<file path="src/rtl/prc_pkg.sv">
package prc_pkg;

   localparam int unsigned PERM_NIB_W = 4;

   typedef enum logic [1:0] {
      KIND_FETCH = 2'd0,
      KIND_READ  = 2'd1,
      KIND_WRITE = 2'd2,
      KIND_SPARE = 2'd3
   } acc_kind_e;

   typedef enum logic [1:0] {
      FLT_NONE       = 2'd0,
      FLT_BACKGROUND = 2'd1,
      FLT_PERMISSION = 2'd2
   } fault_kind_e;

   typedef struct packed {
      logic rd;
      logic wr;
      logic ex;
   } rights_t;

endpackage

</file>
<file path="src/rtl/prc_cfg_regs.sv">
module prc_cfg_regs
   import prc_pkg::*;
#(
   parameter int unsigned ADDR_W      = 32,
   parameter int unsigned NUM_REGIONS = 8,
   parameter int unsigned SEL_W       = 4
) (
   input  logic                                  clk,
   input  logic                                  rst_n,
   input  logic                                  cfg_we,
   input  logic [SEL_W-1:0]                      cfg_sel,
   input  logic [ADDR_W-1:0]                     cfg_wdata,
   output logic [NUM_REGIONS-1:0][ADDR_W-1:0]    desc_o,
   output logic [NUM_REGIONS*PERM_NIB_W-1:0]     iperm_o,
   output logic [NUM_REGIONS*PERM_NIB_W-1:0]     dperm_o
);

   localparam int unsigned PERM_W    = NUM_REGIONS * PERM_NIB_W;
   localparam int unsigned SEL_IPERM = NUM_REGIONS;
   localparam int unsigned SEL_DPERM = NUM_REGIONS + 1;

   // one storage slot per descriptor
   for (genvar n = 0; n < NUM_REGIONS; n++) begin : g_desc
      always_ff @(posedge clk or negedge rst_n) begin
         if (!rst_n) begin
            desc_o[n] <= '0;
         end else if (cfg_we && (cfg_sel == SEL_W'(n))) begin
            desc_o[n] <= cfg_wdata;
         end
      end
   end

   // both permission words cleared at reset
   always_ff @(posedge clk or negedge rst_n) begin
      if (!rst_n) begin
         iperm_o <= '0;
         dperm_o <= '0;
      end else if (cfg_we) begin
         if (cfg_sel == SEL_W'(SEL_IPERM)) iperm_o <= cfg_wdata[PERM_W-1:0];
         if (cfg_sel == SEL_W'(SEL_DPERM)) dperm_o <= cfg_wdata[PERM_W-1:0];
      end
   end

endmodule

</file>
<file path="src/rtl/prc_region_match.sv">
module prc_region_match #(
   parameter int unsigned ADDR_W      = 32,
   parameter int unsigned NUM_REGIONS = 8,
   parameter int unsigned SIZE_W      = 5,
   localparam int unsigned IDX_W      = $clog2(NUM_REGIONS)
) (
   input  logic [ADDR_W-1:0]                  addr_i,
   input  logic [NUM_REGIONS-1:0][ADDR_W-1:0] desc_i,
   output logic                               hit_o,
   output logic [IDX_W-1:0]                   idx_o
);

   logic [NUM_REGIONS-1:0] hit_vec;

   // per-region enable and size-masked compare
   for (genvar n = 0; n < NUM_REGIONS; n++) begin : g_rgn
      logic [SIZE_W-1:0] exp_sz;
      logic [ADDR_W-1:0] low_mask;

      assign exp_sz = desc_i[n][SIZE_W:1];

      always_comb begin
         for (int b = 0; b < ADDR_W; b++) begin
            low_mask[b] = (b <= int'(exp_sz));
         end
      end

      assign hit_vec[n] = desc_i[n][0] &&
                          (((desc_i[n] ^ addr_i) & ~low_mask) == '0);
   end

   // ascending scan, so the last (highest) hit wins
   always_comb begin
      hit_o = 1'b0;
      idx_o = '0;
      for (int n = 0; n < NUM_REGIONS; n++) begin
         if (hit_vec[n]) begin
            hit_o = 1'b1;
            idx_o = IDX_W'(n);
         end
      end
   end

endmodule

</file>
<file path="src/rtl/prc_perm_decode.sv">
module prc_perm_decode
   import prc_pkg::*;
(
   input  logic [PERM_NIB_W-1:0] code_i,
   input  logic                  user_i,
   input  logic                  write_i,
   output rights_t               rights_o,
   output logic                  fault_o
);

   logic    deny;
   rights_t grant;

   // sparse permission code table
   always_comb begin
      deny     = 1'b0;
      grant.rd = 1'b1;
      grant.wr = 1'b0;
      grant.ex = 1'b1;
      unique case (code_i)
         4'd1: begin
            deny     = user_i;
            grant.wr = 1'b1;
         end
         4'd2: grant.wr = !user_i;
         4'd3: grant.wr = 1'b1;
         4'd5: deny     = user_i;
         4'd6: grant.wr = 1'b0;
         default: deny  = 1'b1;
      endcase
   end

   // write without write right becomes a permission failure
   always_comb begin
      fault_o = deny || (write_i && !grant.wr);
      if (fault_o) begin
         rights_o = '0;
      end else begin
         rights_o = grant;
      end
   end

endmodule

</file>
<file path="src/rtl/mem_region_guard.sv">
module mem_region_guard
   import prc_pkg::*;
#(
   parameter int unsigned ADDR_W      = 32,
   parameter int unsigned NUM_REGIONS = 8,
   parameter int unsigned SIZE_W      = 5,
   parameter int unsigned SEL_W       = $clog2(NUM_REGIONS + 2)
) (
   input  logic              clk,
   input  logic              rst_n,
   input  logic              cfg_we,
   input  logic [SEL_W-1:0]  cfg_sel,
   input  logic [ADDR_W-1:0] cfg_wdata,
   input  logic              req_valid,
   input  logic [ADDR_W-1:0] req_addr,
   input  logic [1:0]        req_kind,
   input  logic              req_user,
   input  logic              prot_en,
   output logic              rsp_valid,
   output logic [ADDR_W-1:0] rsp_paddr,
   output logic              rsp_rd,
   output logic              rsp_wr,
   output logic              rsp_ex,
   output logic              rsp_fault,
   output logic [1:0]        rsp_ftype,
   output logic [1:0]        rsp_flevel
);

   localparam int unsigned IDX_W  = $clog2(NUM_REGIONS);
   localparam int unsigned PERM_W = NUM_REGIONS * PERM_NIB_W;

   // Elaboration-time parameter checks
   if (NUM_REGIONS < 2) begin : g_bad_regions
      $error("mem_region_guard: NUM_REGIONS must be at least 2");
   end
   if (PERM_W > ADDR_W) begin : g_bad_perm_w
      $error("mem_region_guard: permission word wider than write data");
   end
   if (SIZE_W + 1 > ADDR_W) begin : g_bad_size_w
      $error("mem_region_guard: size field does not fit in a descriptor");
   end
   if ((1 << SEL_W) < NUM_REGIONS + 2) begin : g_bad_sel_w
      $error("mem_region_guard: SEL_W too narrow for register select");
   end

   logic [NUM_REGIONS-1:0][ADDR_W-1:0] desc;
   logic [PERM_W-1:0]                  iperm;
   logic [PERM_W-1:0]                  dperm;
   logic                               hit;
   logic [IDX_W-1:0]                   hit_idx;
   logic [PERM_W-1:0]                  perm_word;
   logic [PERM_NIB_W-1:0]              perm_code;
   rights_t                            dec_rights;
   logic                               dec_fault;

   rights_t                            nxt_rights;
   logic                               nxt_fault;
   fault_kind_e                        nxt_ftype;
   logic [1:0]                         nxt_flevel;

   prc_cfg_regs #(
      .ADDR_W      (ADDR_W),
      .NUM_REGIONS (NUM_REGIONS),
      .SEL_W       (SEL_W)
   ) u_cfg (
      .clk       (clk),
      .rst_n     (rst_n),
      .cfg_we    (cfg_we),
      .cfg_sel   (cfg_sel),
      .cfg_wdata (cfg_wdata),
      .desc_o    (desc),
      .iperm_o   (iperm),
      .dperm_o   (dperm)
   );

   prc_region_match #(
      .ADDR_W      (ADDR_W),
      .NUM_REGIONS (NUM_REGIONS),
      .SIZE_W      (SIZE_W)
   ) u_match (
      .addr_i (req_addr),
      .desc_i (desc),
      .hit_o  (hit),
      .idx_o  (hit_idx)
   );

   // fetches use the instruction word, all else the data word
   assign perm_word = (req_kind == KIND_FETCH) ? iperm : dperm;

   always_comb begin
      perm_code = '0;
      for (int n = 0; n < NUM_REGIONS; n++) begin
         if (hit_idx == IDX_W'(n)) begin
            perm_code = perm_word[n*PERM_NIB_W +: PERM_NIB_W];
         end
      end
   end

   prc_perm_decode u_dec (
      .code_i   (perm_code),
      .user_i   (req_user),
      .write_i  (req_kind == KIND_WRITE),
      .rights_o (dec_rights),
      .fault_o  (dec_fault)
   );

   // final result selection
   always_comb begin
      nxt_rights = '{rd: 1'b1, wr: 1'b1, ex: 1'b1};
      nxt_fault  = 1'b0;
      nxt_ftype  = FLT_NONE;
      nxt_flevel = 2'd0;
      if (prot_en) begin
         if (!hit) begin
            nxt_rights = '0;
            nxt_fault  = 1'b1;
            nxt_ftype  = FLT_BACKGROUND;
         end else if (dec_fault) begin
            nxt_rights = '0;
            nxt_fault  = 1'b1;
            nxt_ftype  = FLT_PERMISSION;
            nxt_flevel = 2'd1;
         end else begin
            nxt_rights = dec_rights;
         end
      end
   end

   // single output register stage
   always_ff @(posedge clk or negedge rst_n) begin
      if (!rst_n) begin
         rsp_valid  <= 1'b0;
         rsp_paddr  <= '0;
         rsp_rd     <= 1'b0;
         rsp_wr     <= 1'b0;
         rsp_ex     <= 1'b0;
         rsp_fault  <= 1'b0;
         rsp_ftype  <= 2'd0;
         rsp_flevel <= 2'd0;
      end else begin
         rsp_valid  <= req_valid;
         rsp_paddr  <= req_addr;
         rsp_rd     <= nxt_rights.rd;
         rsp_wr     <= nxt_rights.wr;
         rsp_ex     <= nxt_rights.ex;
         rsp_fault  <= nxt_fault;
         rsp_ftype  <= nxt_ftype;
         rsp_flevel <= nxt_flevel;
      end
   end

endmodule

</file>
<file path="config.mk">
export PLATFORM = sky130hd
export DESIGN_NAME = mem_region_guard
export DESIGN_NICKNAME = d
export VERILOG_FILES = /design/src/rtl/prc_pkg.sv /design/src/rtl/prc_cfg_regs.sv /design/src/rtl/prc_region_match.sv /design/src/rtl/prc_perm_decode.sv /design/src/rtl/mem_region_guard.sv
export SDC_FILE = /design/constraint.sdc
export NUM_CORES = 1
export LEC_CHECK = 0
export ABC_CLOCK_PERIOD_IN_PS = 12580
export BUFFER_PORTS_ARGS = -buffer_cell sky130_fd_sc_hd__buf_2
export CORE_AREA = 3 3 190 192
export DETAILED_ROUTE_END_ITERATION = 7
export DIE_AREA = 0 0 193 195
export GPL_TIMING_DRIVEN = 0
export PLACE_DENSITY = 0.73
export SETUP_SLACK_MARGIN = 0.02
export SYNTH_ARGS = -nofsm -noshare
export SYNTH_HDL_FRONTEND = slang
export SYNTH_HIERARCHICAL = 1
export SYNTH_SLANG_ARGS = --single-unit
</file>
<file path="constraint.sdc">
create_clock -name clk -period 12.58 [get_ports clk]
set_input_delay 0.629 -clock clk [delete_from_list [all_inputs] [get_ports clk]]
set_output_delay 0.629 -clock clk [all_outputs]
set_load 0.02 [all_outputs]
</file>
# --- After elaboration in Yosys (flattened, before gate mapping) ---
# Cells that the tools add are included.
word_totals:
  ff_bits: 361
  out_inout_bits: 41
  elab_cells: 386
classes:
  magnitude_cmp: 248
  eq_ne: 22
  mux: 38
  bitwise_logic: 24
  reduce_logical: 36
op_table:
  columns: ["cell", "n"]
  rows:
  - ["5-bit less-or-equal comparator, first input constant", 128]
  - ["4-bit by 5-bit less-or-equal comparator with 1-bit output, first input constant", 64]
  - ["32-bit bitwise AND", 8]
  - ["32-bit logical NOT", 8]
  - ["32-bit inverter", 8]
  - ["32-bit bitwise XOR", 8]
  - ["3-bit by 5-bit less-or-equal comparator with 1-bit output, first input constant", 32]
  - ["2-bit by 5-bit less-or-equal comparator with 1-bit output, first input constant", 16]
  - ["1-bit by 5-bit less-or-equal comparator with 1-bit output, first input constant", 8]
  - ["32-bit 2-to-1 mux", 1]
  - ["4-bit 2-to-1 mux", 8]
  - ["4-bit by 3-bit == test with 1-bit output, second input constant", 6]
  - ["3-bit 2-to-1 mux", 7]
  - ["1-bit logical AND", 17]
  - ["4-bit by 2-bit == test with 1-bit output, second input constant", 4]
  - ["1-bit 2-to-1 mux", 15]
  - ["3-bit == test, second input constant", 4]
  - ["2-bit 2-to-1 mux", 5]
  - ["4-bit by 1-bit == test with 1-bit output, second input constant", 2]
  - ["4-bit == test, second input constant", 2]
  - ["3-bit by 2-bit == test with 1-bit output, second input constant", 2]
  - ["4-bit logical NOT", 1]
  - ["1-bit one-hot mux with 2 select lines", 2]
  - ["2-bit AND reduction", 2]
  - ["other kinds (8)", 10]

# --- Longest topological paths before layout ---
depth:
  depth_word: 30
  mapped_depth: 21
  mapped_depth_nobuf: 18

# --- Modules after synthesis ---
# Netlist, hierarchy kept.
by_module_without_submodules:
  columns: ["mod", "n_inst", "cells_each", "area_each_um2", "seq_area_each_um2"]
  rows:
  - ["prc_cfg_regs", 1, 722, 12152.9, 8007.7]
  - ["prc_region_match", 1, 768, 5008.6, 0.0]
  - ["mem_region_guard", 1, 122, 1721.7, 975.9]
  - ["prc_perm_decode", 1, 10, 77.6, 0.0]

# --- Worst setup path after synthesis ---
# No wires, ideal clock.
synth_path:
  path_type: "input port to flip-flop"
  startpoint: "input req_addr[31]"
  endpoint: "register rsp_ex"
  setup_ns: 0.078
  t_arrival_ns: 4.631
  slack_ns: 7.871
  stages: 20
  path_cell_list: "buf_4 > xor2_1 > maj3_1 > o32ai_1 > o21ai_1 > a2111o_1 > nor4_2 > nor2_1 > o31ai_1 > clkbuf_1 > clkbuf_1 > mux4_1 > a221oi_1 > o22ai_1 > and2_4 > o21a_1 > a2111o_1 > inv_1 > a21boi_0 > a21oi_1"
synth_lines:
  columns: ["item", "line", "rtl"]
  rows:
  - ["from (decl)", "mem_region_guard.sv:15", "input logic [ADDR_W-1:0] req_addr,"]
  - ["to (signal assigned)", "mem_region_guard.sv:145", "rsp_ex <= nxt_rights.ex;"]
  - ["to (decl)", "mem_region_guard.sv:23", "output logic rsp_ex,"]

==> flow_results.org <==
** Run status
- The flow ran to the end, and the final reports show no timing, DRC or antenna violations.

** Run
- Across the run, the number of max-cap violations was 0.

** Final layout
- The repair_antennas step left the layout with diodes totalling 0.
- Share of cells above drive strength 1 :: 31.6%
- Final-stage net count :: 1822
- Compared with the post-synthesis result, the final layout area differs by 12.4%.
- The filler cells instantiated in the layout total 2849.
- Finished layout cell area :: ~21000 µm²
- End-of-flow core utilization :: ~62%

** Critical path
- Nature of the critical path endpoint :: flop
- At the worst endpoint, the arrival time is about 6.8 ns.
- Of all nets on the critical path, the largest fanout is 10.
- Timing endpoint of the critical path :: rsp_rd$_DFF_PN0_
- Worst reg2reg path depth :: 19
- The critical path is of the input pin to flop type.
- STA classifies the critical path startpoint as an input pin.
- In this run the critical register-to-register path is captured at rsp_rd$_DFF_PN0_.
- For the worst setup path, the data required time is 13.05 ns.
- Launching element of the worst setup path :: req_addr[8]
- The startpoint identified for the worst register-to-register timing path is u_cfg/desc_o[100]$_DFFE_PN0P_.
- The setup check on the worst reg-to-reg path leaves a slack of around 6.4 ns.

** Timing
- Setup violations remaining at the end of the flow were counted as 0.
- The final max-slew violation count was 0.
- Worst-case headroom to the max-slew limit :: between 6 and 7%
- Setup repair after global routing left no endpoint under its margin.
- The worst path uses 49.9% of the clock period.
- Final hold violation count :: 0
- Setup Skew :: roughly 0.017 ns
- Post-route minimum period :: 6.28 ns
- For this run, the top clock speed supported by timing is ~0.16 GHz.
- In the final timing run, aggregate negative setup slack is 0 ns.
- For the pin with the worst max-slew slack, the measured transition is 1.41 ns.

** Worst hold path
- Class of the most critical hold timing path :: input pin to asynchronous set/reset pin

** CTS
- CTS sink count :: about 360
- Clock tree from TritonCTS :: done
- H-tree depth reported by CTS :: 2
- Clock-pin slew was measured on the worst setup and hold paths at 0.06 ns.
- Clock tree synthesis inserted a total of 40 buffers.
- Clk root buf :: sky130_fd_sc_hd__clkbuf_16
- For the worst-skew pair, the clock arrives at the later sink with an insertion delay of around 0.55 ns.
- Number of buffers added to fix hold violations after cts :: 0
- Post-CTS setup buffer count :: 0
- In this run the deepest clock path goes through 3 buffers.
- Number of resized instances in the post-cts repair step :: 0

** Logic synthesis
- The number of nets handed over by synthesis was approximately 1.7k.
- Yosys printed 6 warnings.
- In this run the cell area of the synthesized design comes to roughly 19000 µm².
- The synthesized design contains 0 enable-type register cells.
- Leading register cell type out of synthesis :: sky130_fd_sc_hd__dfrtp_1
- Counting flops with an async set or reset pin after synthesis yields a share of 100%.
- Synthesis inferred between 300 and 400 register bits.
- Sequential fraction of the synthesis area :: between 40 and 50%
- Counting every instance in the synthesized netlist gives between 1.5k and 2k.
- Cell type with the largest total area after synthesis :: sky130_fd_sc_hd__dfrtp_1
- Summed over its instances, the top area cell type makes up between 40% and 50% of the synthesized netlist area.
- Yosys mapped the design onto 86 distinct sky130hd cell types.
- By area the synthesized netlist is led by sky130_fd_sc_hd__dfrtp_1, sky130_fd_sc_hd__mux2_2, sky130_fd_sc_hd__xor2_1.
- Averaged over all synthesized cells, the footprint is between 10 and 15 µm².

** Power
- Worst ir drop on vdd :: 131 µV
- Power comes to around 3.8 mW.
- Leakage power figure :: about 9.3 nW
- Dividing total power by cell area gives a power density of about 180 nW/µm².

** Placement
- The count of buffers added on input and output ports is 80.
- Half-perimeter wire length after placement :: ~39 mm
- Cell area reported after detailed placement :: approximately 20000 µm²
- The congestion estimate from routability-driven global placement came to ~0.92.

** Detailed routing
- In this run, the number of DRC markers left after iteration 0 of detailed routing was about 1.7k.
- The routed layout has roughly 14k vias.
- TritonRoute pass-1 iters :: 6
- Dividing the detail-routed via count by the number of cells gives ~6.3.
- In this run the remaining antenna-violating nets after routing total 0.
- Detailed-route wire length :: approximately 60 mm
- Drc violations :: 0
- Dividing the detail-routed wire length by the instance count gives roughly 27 µm.

** GRT
- After global routing the overflow that remains totals 0.
- Number of antenna violations at the first check in global routing :: 7
- GR Util All Layers :: 32.3%
- Maximum number of pins on one net before global-route repair :: ~130
- The via count of the first global-routing pass came to ~13k.
- Wire length of the first global-routing pass :: between 80 and 90 mm

** Floorplan
- Pin placement for this block handled 117 I/O pins.
- Die footprint :: between 30000 and 40000 µm²
- The die is 195 µm tall.
- Die width :: about 190 µm
- Initial Util :: 54.9%
- The floorplan has 68 rows.
- Core area :: between 30000 and 40000 µm²
[through the flow]
step / cells / worst slack (ns) / hold WS, ns
after floorplan: 1622 / 7.87 / 0.333
after CTS: 2227 / 6.51 / 0.156
after detailed placement: 2159 / 6.11 / 0.471
final: 2227 / 6.30 / 0.115
after global placement: 2157 / 4.01 / 0.462
after global routing: 2227 / 6.06 / 0.169
[report_power, final]
group / internal [mW] / switching, mW / total [mW]
clock: 0.715 / 0.470 / 1.18
combinational: 0.463 / 0.540 / 1.00
sequential: 1.40 / 0.166 / 1.57
[how the worst min path moves through the flow]
stage,slack [ns],cells after the start,end,start
finish,0.11,1,u_cfg/iperm_o[10]$_DFFE_PN0P_,rst_n
global route,0.17,1,rsp_valid$_DFF_PN0_,req_valid
CTS,0.16,1,rsp_valid$_DFF_PN0_,req_valid
detailed placement,0.47,1,u_cfg/dperm_o[6]$_DFFE_PN0P_,u_cfg/dperm_o[6]$_DFFE_PN0P_
global placement,0.46,1,u_cfg/dperm_o[6]$_DFFE_PN0P_,u_cfg/dperm_o[6]$_DFFE_PN0P_
floorplan,0.33,0,rsp_ex$_DFF_PN0_,rst_n
[critical path: stages]
cell and delay, ns:
sky130_fd_sc_hd__buf_2 0.09, sky130_fd_sc_hd__clkbuf_1 0.85, sky130_fd_sc_hd__xor2_1 0.20, sky130_fd_sc_hd__a22oi_1 0.27, sky130_fd_sc_hd__a21oi_1 0.10, sky130_fd_sc_hd__a211oi_1 0.33
sky130_fd_sc_hd__o21ai_0 0.18, sky130_fd_sc_hd__nor3_2 0.44, sky130_fd_sc_hd__nor2_1 0.18, sky130_fd_sc_hd__o31ai_1 0.45, sky130_fd_sc_hd__clkbuf_1 0.43, sky130_fd_sc_hd__clkbuf_1 0.42
sky130_fd_sc_hd__mux4_1 0.35, sky130_fd_sc_hd__a221oi_1 0.47, sky130_fd_sc_hd__o22ai_1 0.21, sky130_fd_sc_hd__and2_4 0.21, sky130_fd_sc_hd__o21a_1 0.19, sky130_fd_sc_hd__a2111o_1 0.37
sky130_fd_sc_hd__inv_1 0.06, sky130_fd_sc_hd__a21boi_0 0.14, sky130_fd_sc_hd__a21oi_1 0.16
[routing by layer]
layer / part of all wire (%) / track usage [%] / up-vias
li1: - / - / 6031
met1: 43 / 46.4 / 7101
met2: 45 / 48.2 / 681
met3: 8.1 / 5.76 / 163
met4: 4.7 / 14.0 / 0
met5: 0 / 0 / -
[flip-flops by register name, indices dropped and copies added, names as in the netlist, 32 cells and up]
signal and count:
u_cfg/iperm_o 32, u_cfg/dperm_o 32, rsp_paddr 32, u_cfg/desc_o 256
[layout by cell type, fill, tap and decap left out, drive strengths merged, types with 4 or more instances in the layout]
cell	Yosys	routed
nand2b	11	11
o22ai	4	4
bufinv	0	4
a31oi	18	18
clkinv	0	6
and3	8	8
a22oi	13	13
o221ai	4	4
a221oi	7	7
o211ai	9	9
xnor2	77	77
a21o	7	7
o31ai	11	11
nor2b	9	9
o2111a	4	4
nand3	22	22
mux2	324	324
nand2	72	72
nor4	6	6
a2111oi	6	6
o2111ai	5	5
nor3	21	21
a211oi	10	10
o21ai	85	85
nand4	11	11
o21a	7	7
clkbuf	36	93
nor3b	4	4
dfrtp	359	359
and2	7	7
nor2	43	43
mux4	10	10
inv	28	28
a21oi	77	77
nand3b	6	6
or4	6	6
xor2	131	131
buf	109	191
mux2i	4	4
[kinds of logic after synthesis]
logic type	after synthesis	share of synthesized area, %
compound gates	303	10.4
simple gates	237	6.50
other cells	1	0.0198
fa+ha+maj	3	0.158
mux	338	21.4
xor+xnor	208	9.71
buf+inv	173	4.41
flops	359	47.4
[cell type report]
class                      count  area, µm²  area share (%)
multi-input combinational   1090       9140            42.9
inverter                      28        105           0.493
buffer                       145        732            3.43
tap                          455        569            2.67
clock buffer                  57       1150            5.38
clock inverter                11        169           0.793
sequential                   359       8980            42.2
timing repair buffer          82        465            2.18
[synth_stat cells, types with 5 or more instances]
master                      instances
sky130_fd_sc_hd__mux2_1             6
sky130_fd_sc_hd__buf_1             32
sky130_fd_sc_hd__mux2_4            30
sky130_fd_sc_hd__o2111ai_1          5
sky130_fd_sc_hd__nor4_1             5
sky130_fd_sc_hd__o21ai_0           78
sky130_fd_sc_hd__nand4_1           11
sky130_fd_sc_hd__a211oi_1          10
sky130_fd_sc_hd__nor3_1            18
sky130_fd_sc_hd__a21o_1             6
sky130_fd_sc_hd__o21ai_1            7
sky130_fd_sc_hd__buf_2             57
sky130_fd_sc_hd__dfrtp_1          359
sky130_fd_sc_hd__nand2_1           72
sky130_fd_sc_hd__inv_1             26
sky130_fd_sc_hd__nand3_1           22
sky130_fd_sc_hd__buf_6             11
sky130_fd_sc_hd__a22oi_1           13
sky130_fd_sc_hd__xnor2_1           76
sky130_fd_sc_hd__a21oi_1           76
sky130_fd_sc_hd__xor2_1           131
sky130_fd_sc_hd__nand2b_1          11
sky130_fd_sc_hd__a221oi_1           7
sky130_fd_sc_hd__nand3b_1           6
sky130_fd_sc_hd__nor2b_1            9
sky130_fd_sc_hd__a31oi_1           18
sky130_fd_sc_hd__clkbuf_1          36
sky130_fd_sc_hd__buf_4              9
sky130_fd_sc_hd__and3_1             8
sky130_fd_sc_hd__mux2_2           288
sky130_fd_sc_hd__o31ai_1           11
sky130_fd_sc_hd__and2_1             6
sky130_fd_sc_hd__nor2_1            41
sky130_fd_sc_hd__o21a_1             7
sky130_fd_sc_hd__mux4_1             8
sky130_fd_sc_hd__o211ai_1           8
No activity file was read; power rests on OpenSTA's default activity.
